`config.mk`:
```
export PLATFORM = sky130hd
export DESIGN_NAME = serial_byte_rx
export DESIGN_NICKNAME = d
export VERILOG_FILES = /design/src/rtl/srx_pkg.sv /design/src/rtl/srx_line_filter.sv /design/src/rtl/srx_tick_timer.sv /design/src/rtl/serial_byte_rx.sv
export SDC_FILE = /design/constraint.sdc
export NUM_CORES = 1
export LEC_CHECK = 0
export ABC_AREA = 1
export BUFFER_PORTS_ARGS = -buffer_cell sky130_fd_sc_hd__buf_2
export CAP_MARGIN = 20
export CORE_MARGIN = 8
export CORE_UTILIZATION = 54
export CTS_BUF_LIST = sky130_fd_sc_hd__clkbuf_2
export DETAILED_ROUTE_END_ITERATION = 8
export PLACE_DENSITY = 0.78
export SLEW_MARGIN = 20
export SYNTH_ARGS = -nofsm -noshare
export SYNTH_HDL_FRONTEND = slang
export SYNTH_SLANG_ARGS = --single-unit
```
`constraint.sdc`:
```
create_clock -name clk -period 1.8 [get_ports clk]
set_clock_uncertainty 0.05 [all_clocks]
set_input_delay 0.09 -clock clk [delete_from_list [all_inputs] [get_ports clk]]
set_output_delay 0.09 -clock clk [all_outputs]
set_load 0.02 [all_outputs]
```
`src/rtl/srx_pkg.sv`:
```
`timescale 1ns/1ps
package srx_pkg;
    typedef enum logic [2:0] {
        S_IDLE,
        S_READY,
        S_GO,
        S_EPULSE,
        S_BHI,
        S_BLO,
        S_RELDLY
    } srx_state_e;

    localparam logic [7:0] ST_OK  = 8'h00;
    localparam logic [7:0] ST_EOI = 8'h40;
    localparam logic [7:0] ST_TMO = 8'h02;
endpackage

```
`src/rtl/srx_line_filter.sv`:
```
`timescale 1ns/1ps
module srx_line_filter #(
    parameter logic RST_VAL = 1'b1
) (
    input  logic clk,
    input  logic rst_n,
    input  logic line_in,
    output logic line_out
);
    typedef struct packed {
        logic s1;
        logic s2;
        logic filt;
    } flt_t;

    flt_t d, q;

    always_comb begin
        d      = q;
        d.s1   = line_in;
        d.s2   = q.s1;
        if (q.s1 == q.s2) begin
            d.filt = q.s2;
        end
    end

    always_ff @(posedge clk or negedge rst_n) begin
        if (!rst_n) begin
            q <= '{s1: RST_VAL, s2: RST_VAL, filt: RST_VAL};
        end else begin
            q <= d;
        end
    end

    assign line_out = q.filt;


    filt_hold_chk: assert property (@(posedge clk) disable iff (!rst_n)
        (q.s1 != q.s2) |=> $stable(q.filt));
endmodule

```
`src/rtl/srx_tick_timer.sv`:
```
`timescale 1ns/1ps
module srx_tick_timer #(
    parameter int CW = 9
) (
    input  logic          clk,
    input  logic          rst_n,
    input  logic          restart,
    input  logic          tick,
    input  logic [CW-1:0] limit,
    output logic          expired
);
    logic [CW-1:0] cnt_d, cnt_q;

    always_comb begin
        cnt_d = cnt_q;
        if (restart) begin
            cnt_d = '0;
        end else if (tick) begin
            cnt_d = cnt_q + 1'b1;
        end
    end

    always_ff @(posedge clk or negedge rst_n) begin
        if (!rst_n) begin
            cnt_q <= '0;
        end else begin
            cnt_q <= cnt_d;
        end
    end

    assign expired = tick && (cnt_q == limit - 1'b1);
endmodule

```
`src/rtl/serial_byte_rx.sv`:
```
`timescale 1ns/1ps
module serial_byte_rx #(
    parameter int DATA_W       = 8,
    parameter int TIMEOUT_US   = 256,
    parameter int EOI_PULSE_US = 60,
    parameter int RELEASE_US   = 60
) (
    input  logic              clk,
    input  logic              rst_n,
    input  logic              start,
    input  logic              clk_line_in,
    input  logic              dat_line_in,
    input  logic              us_tick,
    output logic              pull_clk,
    output logic              pull_data,
    output logic [DATA_W-1:0] rx_byte,
    output logic              done,
    output logic              eoi,
    output logic [7:0]        status
);
    import srx_pkg::*;

    localparam int MAXA = (TIMEOUT_US > EOI_PULSE_US) ? TIMEOUT_US : EOI_PULSE_US;
    localparam int MAXL = (MAXA > RELEASE_US) ? MAXA : RELEASE_US;
    localparam int CW   = $clog2(MAXL + 1);
    localparam int BCW  = (DATA_W > 1) ? $clog2(DATA_W) : 1;
    localparam int NLINES = 2;

    typedef struct packed {
        srx_state_e        st;
        logic              pclk;
        logic              pdat;
        logic [DATA_W-1:0] sh;
        logic [BCW-1:0]    bcnt;
        logic              eoi_seen;
        logic              done;
        logic [DATA_W-1:0] byte_o;
        logic [7:0]        stat;
    } regs_t;

    regs_t d, q;

    // line conditioning
    logic [NLINES-1:0] raw_lines;
    logic [NLINES-1:0] filt_lines;
    logic              clk_f;
    logic              dat_f;

    assign raw_lines = {dat_line_in, clk_line_in};

    for (genvar g = 0; g < NLINES; g++) begin : g_filt
        srx_line_filter #(.RST_VAL(1'b1)) u_filt (
            .clk     (clk),
            .rst_n   (rst_n),
            .line_in (raw_lines[g]),
            .line_out(filt_lines[g])
        );
    end

    assign clk_f = filt_lines[0];
    assign dat_f = filt_lines[1];

    // shared microsecond timer
    logic          tmr_restart;
    logic          tmr_expired;
    logic [CW-1:0] tmr_limit;

    always_comb begin
        case (q.st)
            S_EPULSE: tmr_limit = CW'(EOI_PULSE_US);
            S_RELDLY: tmr_limit = CW'(RELEASE_US);
            default:  tmr_limit = CW'(TIMEOUT_US);
        endcase
    end

    srx_tick_timer #(.CW(CW)) u_tmr (
        .clk    (clk),
        .rst_n  (rst_n),
        .restart(tmr_restart),
        .tick   (us_tick),
        .limit  (tmr_limit),
        .expired(tmr_expired)
    );

    // sequencer next state
    always_comb begin
        d      = q;
        d.done = 1'b0;
        case (q.st)
            S_IDLE: begin
                if (start) begin
                    d.pclk     = 1'b0;
                    d.eoi_seen = 1'b0;
                    d.bcnt     = '0;
                    d.st       = S_READY;
                end
            end
            S_READY: begin
                if (clk_f) begin
                    d.pdat = 1'b0;
                    d.st   = S_GO;
                end
            end
            S_GO: begin
                if (!clk_f) begin
                    d.st = S_BHI;
                end else if (tmr_expired) begin
                    if (q.eoi_seen) begin
                        d.pdat   = 1'b0;
                        d.done   = 1'b1;
                        d.byte_o = '0;
                        d.stat   = ST_EOI | ST_TMO;
                        d.st     = S_IDLE;
                    end else begin
                        d.pdat     = 1'b1;
                        d.eoi_seen = 1'b1;
                        d.st       = S_EPULSE;
                    end
                end
            end
            S_EPULSE: begin
                if (tmr_expired) begin
                    d.pdat = 1'b0;
                    d.st   = S_GO;
                end
            end
            S_BHI: begin
                if (clk_f) begin
                    d.sh = {dat_f, q.sh[DATA_W-1:1]};
                    d.st = S_BLO;
                end
            end
            S_BLO: begin
                if (!clk_f) begin
                    if (q.bcnt == BCW'(DATA_W - 1)) begin
                        d.pdat   = 1'b1;
                        d.done   = 1'b1;
                        d.byte_o = q.sh;
                        d.stat   = q.eoi_seen ? ST_EOI : ST_OK;
                        d.st     = q.eoi_seen ? S_RELDLY : S_IDLE;
                    end else begin
                        d.bcnt = q.bcnt + 1'b1;
                        d.st   = S_BHI;
                    end
                end
            end
            S_RELDLY: begin
                if (tmr_expired) begin
                    d.pdat = 1'b0;
                    d.st   = S_IDLE;
                end
            end
            default: d.st = S_IDLE;
        endcase
    end

    assign tmr_restart = (d.st != q.st);

    always_ff @(posedge clk or negedge rst_n) begin
        if (!rst_n) begin
            q <= '{st: S_IDLE, pclk: 1'b1, pdat: 1'b0, sh: '0, bcnt: '0,
                   eoi_seen: 1'b0, done: 1'b0, byte_o: '0, stat: ST_OK};
        end else begin
            q <= d;
        end
    end

    assign pull_clk  = q.pclk;
    assign pull_data = q.pdat;
    assign rx_byte   = q.byte_o;
    assign done      = q.done;
    assign status    = q.stat;
    assign eoi       = q.stat[6];


    done_pulse_chk: assert property (@(posedge clk) disable iff (!rst_n)
        done |=> !done);


    ack_pull_chk: assert property (@(posedge clk) disable iff (!rst_n)
        (done && !status[1]) |-> pull_data);


    tmo_release_chk: assert property (@(posedge clk) disable iff (!rst_n)
        (done && status[1]) |-> (!pull_data && !pull_clk && status[6] && rx_byte == '0));


    clk_release_chk: assert property (@(posedge clk) disable iff (!rst_n)
        $fell(pull_clk) |-> $past(start));


    busy_start_chk: assert property (@(posedge clk) disable iff (!rst_n)
        (q.st != S_IDLE && q.st != S_RELDLY && start) |=> (q.st != S_READY || $past(q.st) == S_READY));
endmodule

```
Word level (Yosys, flattened, before mapping)
Index checks and enable logic that the tools add are counted.

word-level totals
  bits in registers = 49
  input bits = 6

cells by class
  add/sub/neg operators = 3
  eq/ne operators = 20
  muxes and demuxes = 35
  reduce and logical (&&, ||, !) cells = 14

operators by type and width
  kind                                                                     count
  17-bit two-way mux                                                       3
  18-bit two-way mux                                                       2
  17-bit case mux with 2 select lines                                      1
  3-bit two-way mux                                                        11
  9-bit two-way mux                                                        3
  3-bit case mux with 7 select lines                                       1
  3-bit == test, second input constant                                     4
  2-bit inequality test, second input constant                             6
  9-bit by 1-bit adder with 9-bit output, second input constant            1
  9-bit == test                                                            1
  9-bit by 1-bit subtractor with 9-bit output, second input constant       1
  4-bit two-way mux                                                        2
  4-bit AND reduction                                                      2
  2-bit nonzero test                                                       4
  1-bit two-way mux                                                        7
  7-bit two-way mux                                                        1
  7-bit AND reduction                                                      1
  3-bit by 2-bit == test with 1-bit output, second input constant          2
  2-bit by 1-bit inequality test with 1-bit output, second input constant  3
  3-bit case mux with 2 select lines                                       1
  6-bit AND reduction                                                      1
  1-bit case mux with 4 select lines                                       1
  2-bit AND reduction                                                      2
  4-bit nonzero test                                                       1
  other kinds (9)                                                          10

Depth between registers and ports, before layout
  depth in word-level cells = 11
  mapped depth = 13
  mapped depth without buffers = 13

By module
A second synthesis with hierarchy kept.

second synthesis, totals
  cells, all modules = 345
  area, all modules = 2527.4 um^2

modules (own cells, without submodules)
  module           instances  cells an instance  area each (um^2)  seq. area each (um^2)
  serial_byte_rx   1          192                1515.2            701.9
  srx_tick_timer   1          139                822.0             225.2
  srx_line_filter  2          7                  95.1              78.8

Worst setup path after synthesis
No wires, ideal clock.

  kind = reg-to-reg
  start point = reg q[18] in the netlist's numbering
  end point = reg u_tmr.cnt_q[7]
  setup time = 0.121 ns
  data arrival time = 1.584 ns
  path slack = 0.046 ns
  stages on the path, launching flop included = 13
  buffers on the path = 0
  clock period less this slack = 1.754 ns
  path through = dfrtp_1 -> ha_1 -> ha_1 -> nand2_1 -> nor2_4 -> nand2_1 -> o211ai_1 -> a21oi_1 -> nand2_1 -> nand2_1 -> nand2_2 -> nand2_4 -> nor2_2

RTL lines
  element                 line                   RTL
  start, declared         serial_byte_rx.sv:41   regs_t d, q;
  start signal, assigned  serial_byte_rx.sv:161  q <= '{st: S_IDLE, pclk: 1'b1, pdat: 1'b0, sh: '0, bcnt: '0,
  end signal, assigned    srx_tick_timer.sv:27   cnt_q <= cnt_d;
  end, declared           srx_tick_timer.sv:12   logic [CW-1:0] cnt_d, cnt_q;

==> reports/summary.txt <==
outcome: complete, but fails checks
VDD IR max: 910 uV
routed wire length: 3870 um
WP data required: 2.08 ns
PD cells: 1090 nW/um2
Reg2Reg Setup Slack: -0.07 ns
post-synth cell types: 35
# diodes: 0
Starting Density: 0.569
htree depth: 2
TritonCTS buffer count: 5
die area: 6130 um2
share of cells above drive strength 1: 0.344
nets@finish: 284
ANT nets after route: 0
CP Launch Type: flip-flop
Seq/Total Area, Yosys: 0.517
Syn Area/Cell: 8.96 um2
slowest CP cell: dfrtp_1
Max Buffers Root-to-Sink: 2
Net Sw Frac: 0.396
Fillers: 306
max-slew violations: 0
Core Footprint: 3690 um2
Placement Rows: 22
P_sw: 0.00106 W
initial antenna violation count: 0
setup slack after layout: -0.0718 ns
die width: 78.3 um
synthesized instance count: 234
Critical Path End Type: flip-flop
crit-path cells: ha_2 > nand4_1 > nor2_2 > nand3_4 > a21oi_2 > nand2_1 > nand2_1 > nand2_1 > nand2_2 > nand2_4 > nor2_2
R2R depth: 11
first-pass GRT wire length: 6290 um
failing checks: setup timing
Routed wire per std cell: 11.9 um
First DRT Iteration DRCs: 106
Final Non-Filler Cells: 324
Total GRT Usage: 0.124
Pwr Total: 0.00267 W
Worst Hold Class: primary input to asynchronous set/reset pin
Worst-Skew Late Latency: 0.39 ns
CTS Sinks: 43
storage element area: 1090 um2
Logic pwr share: 0.395
largest net degree at the start of global routing: 44
Via-to-Cell Ratio: 4.92
Area Growth Syn to Fin: 16.7%
CP arrival: 2.16 ns
relative slew slack: 0.659
detailed-route DRC error count: 0
crit path time final: 1.87 ns
flop and latch count out of synthesis: 43
RSZ-0062 raised after global routing: true
part of the power in registers: 0.456
f_max: 0.534 GHz
Hold Vio Cnt, Final: 0
MaxCap Viol Count: 0
DIE HEIGHT: 78.3 um
gr ovfl total: 0
Final Cycle Share: 1.04
CTS root buf: clkbuf_2
Cells after DPL: 306
Clk pwr share: 0.149
Final Wtd Congestion: 0.921
Int Pwr: 0.00161 W
port bufs: 19
Multi-input gate area: 853 um2
Max FO, Critical Path: 8
routed vias: 1593
Ports: 26
Worst path max stage delay: 0.41 ns
vias in the first global route: 1486
Reg clk slew, reported paths: 0.22 ns
Lkg Pwr: 1.15 nW
synth warn: 0
kind of critical path: flip-flop to flip-flop
post-DP HPWL: 2660 um
CTS tree: built
Worst path most repeated cell: nand2_1
Least-Margin Pin Slew: 0.511 ns
final count of negative-setup-slack endpoints: 9
synthesized cell area: 2100 um2
total iterations of the first detailed-routing run: 5
layout make-up:
class	count	area share
clock buffers	6	0.0123
clock inverters	2	0.00511
inverters	27	0.0414
multi-input cells	153	0.349
flip-flops and latches	43	0.444
well taps	48	0.0245
repair buffers	45	0.124
per-layer routing:
metal	track usage	up-vias	routed length (um)
met5	0	-	0
met4	0.0444	0	42
met3	0.0376	5	224
met2	0.200	41	1790
met1	0.154	733	1810
li1	-	814	-
path summary, 6_finish.rpt:
kind / start / to
max reg2reg: u_tmr.cnt_q[1] / u_tmr.cnt_q[3]
max: u_tmr.cnt_q[1] / u_tmr.cnt_q[3]
min: rst_n / q[20]
min reg2reg: g_filt[1].u_filt.d[1] / g_filt[1].u_filt.q[1]
max in group asynchronous: rst_n / q[31]
min in group clk: clk_line_in / g_filt[0].u_filt.d[1]
power by group through the flow:
stage / clock (W) / sequential (W) / combinational, W
floorplan: 0 / 0.00123 / 0.000649
global placement: 0 / 0.00122 / 0.000908
detailed placement: 0 / 0.00123 / 0.000923
CTS: 0.000420 / 0.00122 / 0.000964
global route: 0.000446 / 0.00124 / 0.00118
finish: 0.000398 / 0.00122 / 0.00105
flip-flops by register name, summed over array words and instances (netlist names):
name	flops
g_filt.u_filt.line_out	2
done	1
pull_data	1
g_filt.u_filt.d	2
rx_byte	8
g_filt.u_filt.q	2
u_tmr.cnt_q	9
pull_clk	1
status	2
q	15
placed cells by master (no fill, tap or decap), drive strengths merged:
| cell type | netlist | final |
|---|---|---|
| dfstp | 7 | 7 |
| nand3b | 1 | 1 |
| nand2 | 55 | 56 |
| o21ai | 21 | 21 |
| conb | 1 | 6 |
| mux2i | 1 | 1 |
| nand3 | 11 | 11 |
| dfrtp | 36 | 36 |
| nor3 | 3 | 3 |
| ha | 3 | 3 |
| xnor2 | 2 | 2 |
| a211oi | 2 | 2 |
| a22oi | 1 | 1 |
| clkinvlp | 0 | 1 |
| xor2 | 5 | 5 |
| buf | 16 | 40 |
| nor2 | 27 | 27 |
| clkinv | 1 | 2 |
| o211ai | 1 | 1 |
| or2 | 1 | 1 |
| a31oi | 1 | 1 |
| dlygate4sd3 | 0 | 5 |
| a21oi | 7 | 7 |
| nand4 | 1 | 1 |
| inv | 26 | 26 |
| maj3 | 2 | 2 |
| clkbuf | 1 | 6 |
| o22ai | 1 | 1 |
synth_stat cells, drive strengths merged:
master | instances | area, um2
a211oi | 2 | 15.0
a21oi | 7 | 35.0
a22oi | 1 | 7.51
a31oi | 1 | 6.26
buf | 16 | 120
clkbuf | 1 | 3.75
clkinv | 1 | 3.75
conb | 1 | 3.75
dfrtp | 36 | 901
dfstp | 7 | 184
ha | 3 | 37.5
inv | 26 | 97.6
maj3 | 2 | 20.0
mux2i | 1 | 10.0
nand2 | 55 | 224
nand3 | 11 | 65.1
nand3b | 1 | 7.51
nand4 | 1 | 6.26
nor2 | 27 | 134
nor3 | 3 | 25.0
o211ai | 1 | 7.51
o21ai | 21 | 109
o22ai | 1 | 6.26
or2 | 1 | 6.26
xnor2 | 2 | 17.5
xor2 | 5 | 43.8
what timing repair did:
action,4_1_cts,5_1_grt
pin swaps,4,11
setup endpoints to repair,10,22
hold buffers,5,0
gates cloned,1,0
setup buffers,1,3
resized for setup,5,10
endpoints found under the hold margin,42,0
logic make-up after synthesis:
family / synth area share
and+or+nand+nor: 0.223
buffers and inverters: 0.107
DFF: 0.517
AOI/OAI and AO/OA: 0.0889
xor gates and xnor gates: 0.0292
adders and majority gates: 0.0274
other: 0.00179
muxes: 0.00477
worst max-delay path: cells and delay by family (launching register included):
family          cells  cell delay [ns]
simple gates        9             0.99
flops               1             0.41
fa+ha+maj           1             0.19
compound gates      1             0.19
metrics by stage:
stage          setup TNS [ns]  utilization  area [um2]  worst slack [ns]  hold slack [ns]
6_report               -0.511        0.664        2450           -0.0718            0.200
5_1_grt                 -2.70        0.664        2450            -0.181            0.244
4_1_cts                     0        0.648        2390           0.00367            0.194
3_5_place_dp           -0.481        0.617        2270           -0.0614            0.136
3_3_place_gp                0        0.617        2270           0.00684            0.135
2_1_floorplan               0            -        2120            0.0458           -0.256
No activity file was read; power rests on OpenSTA's default activity.
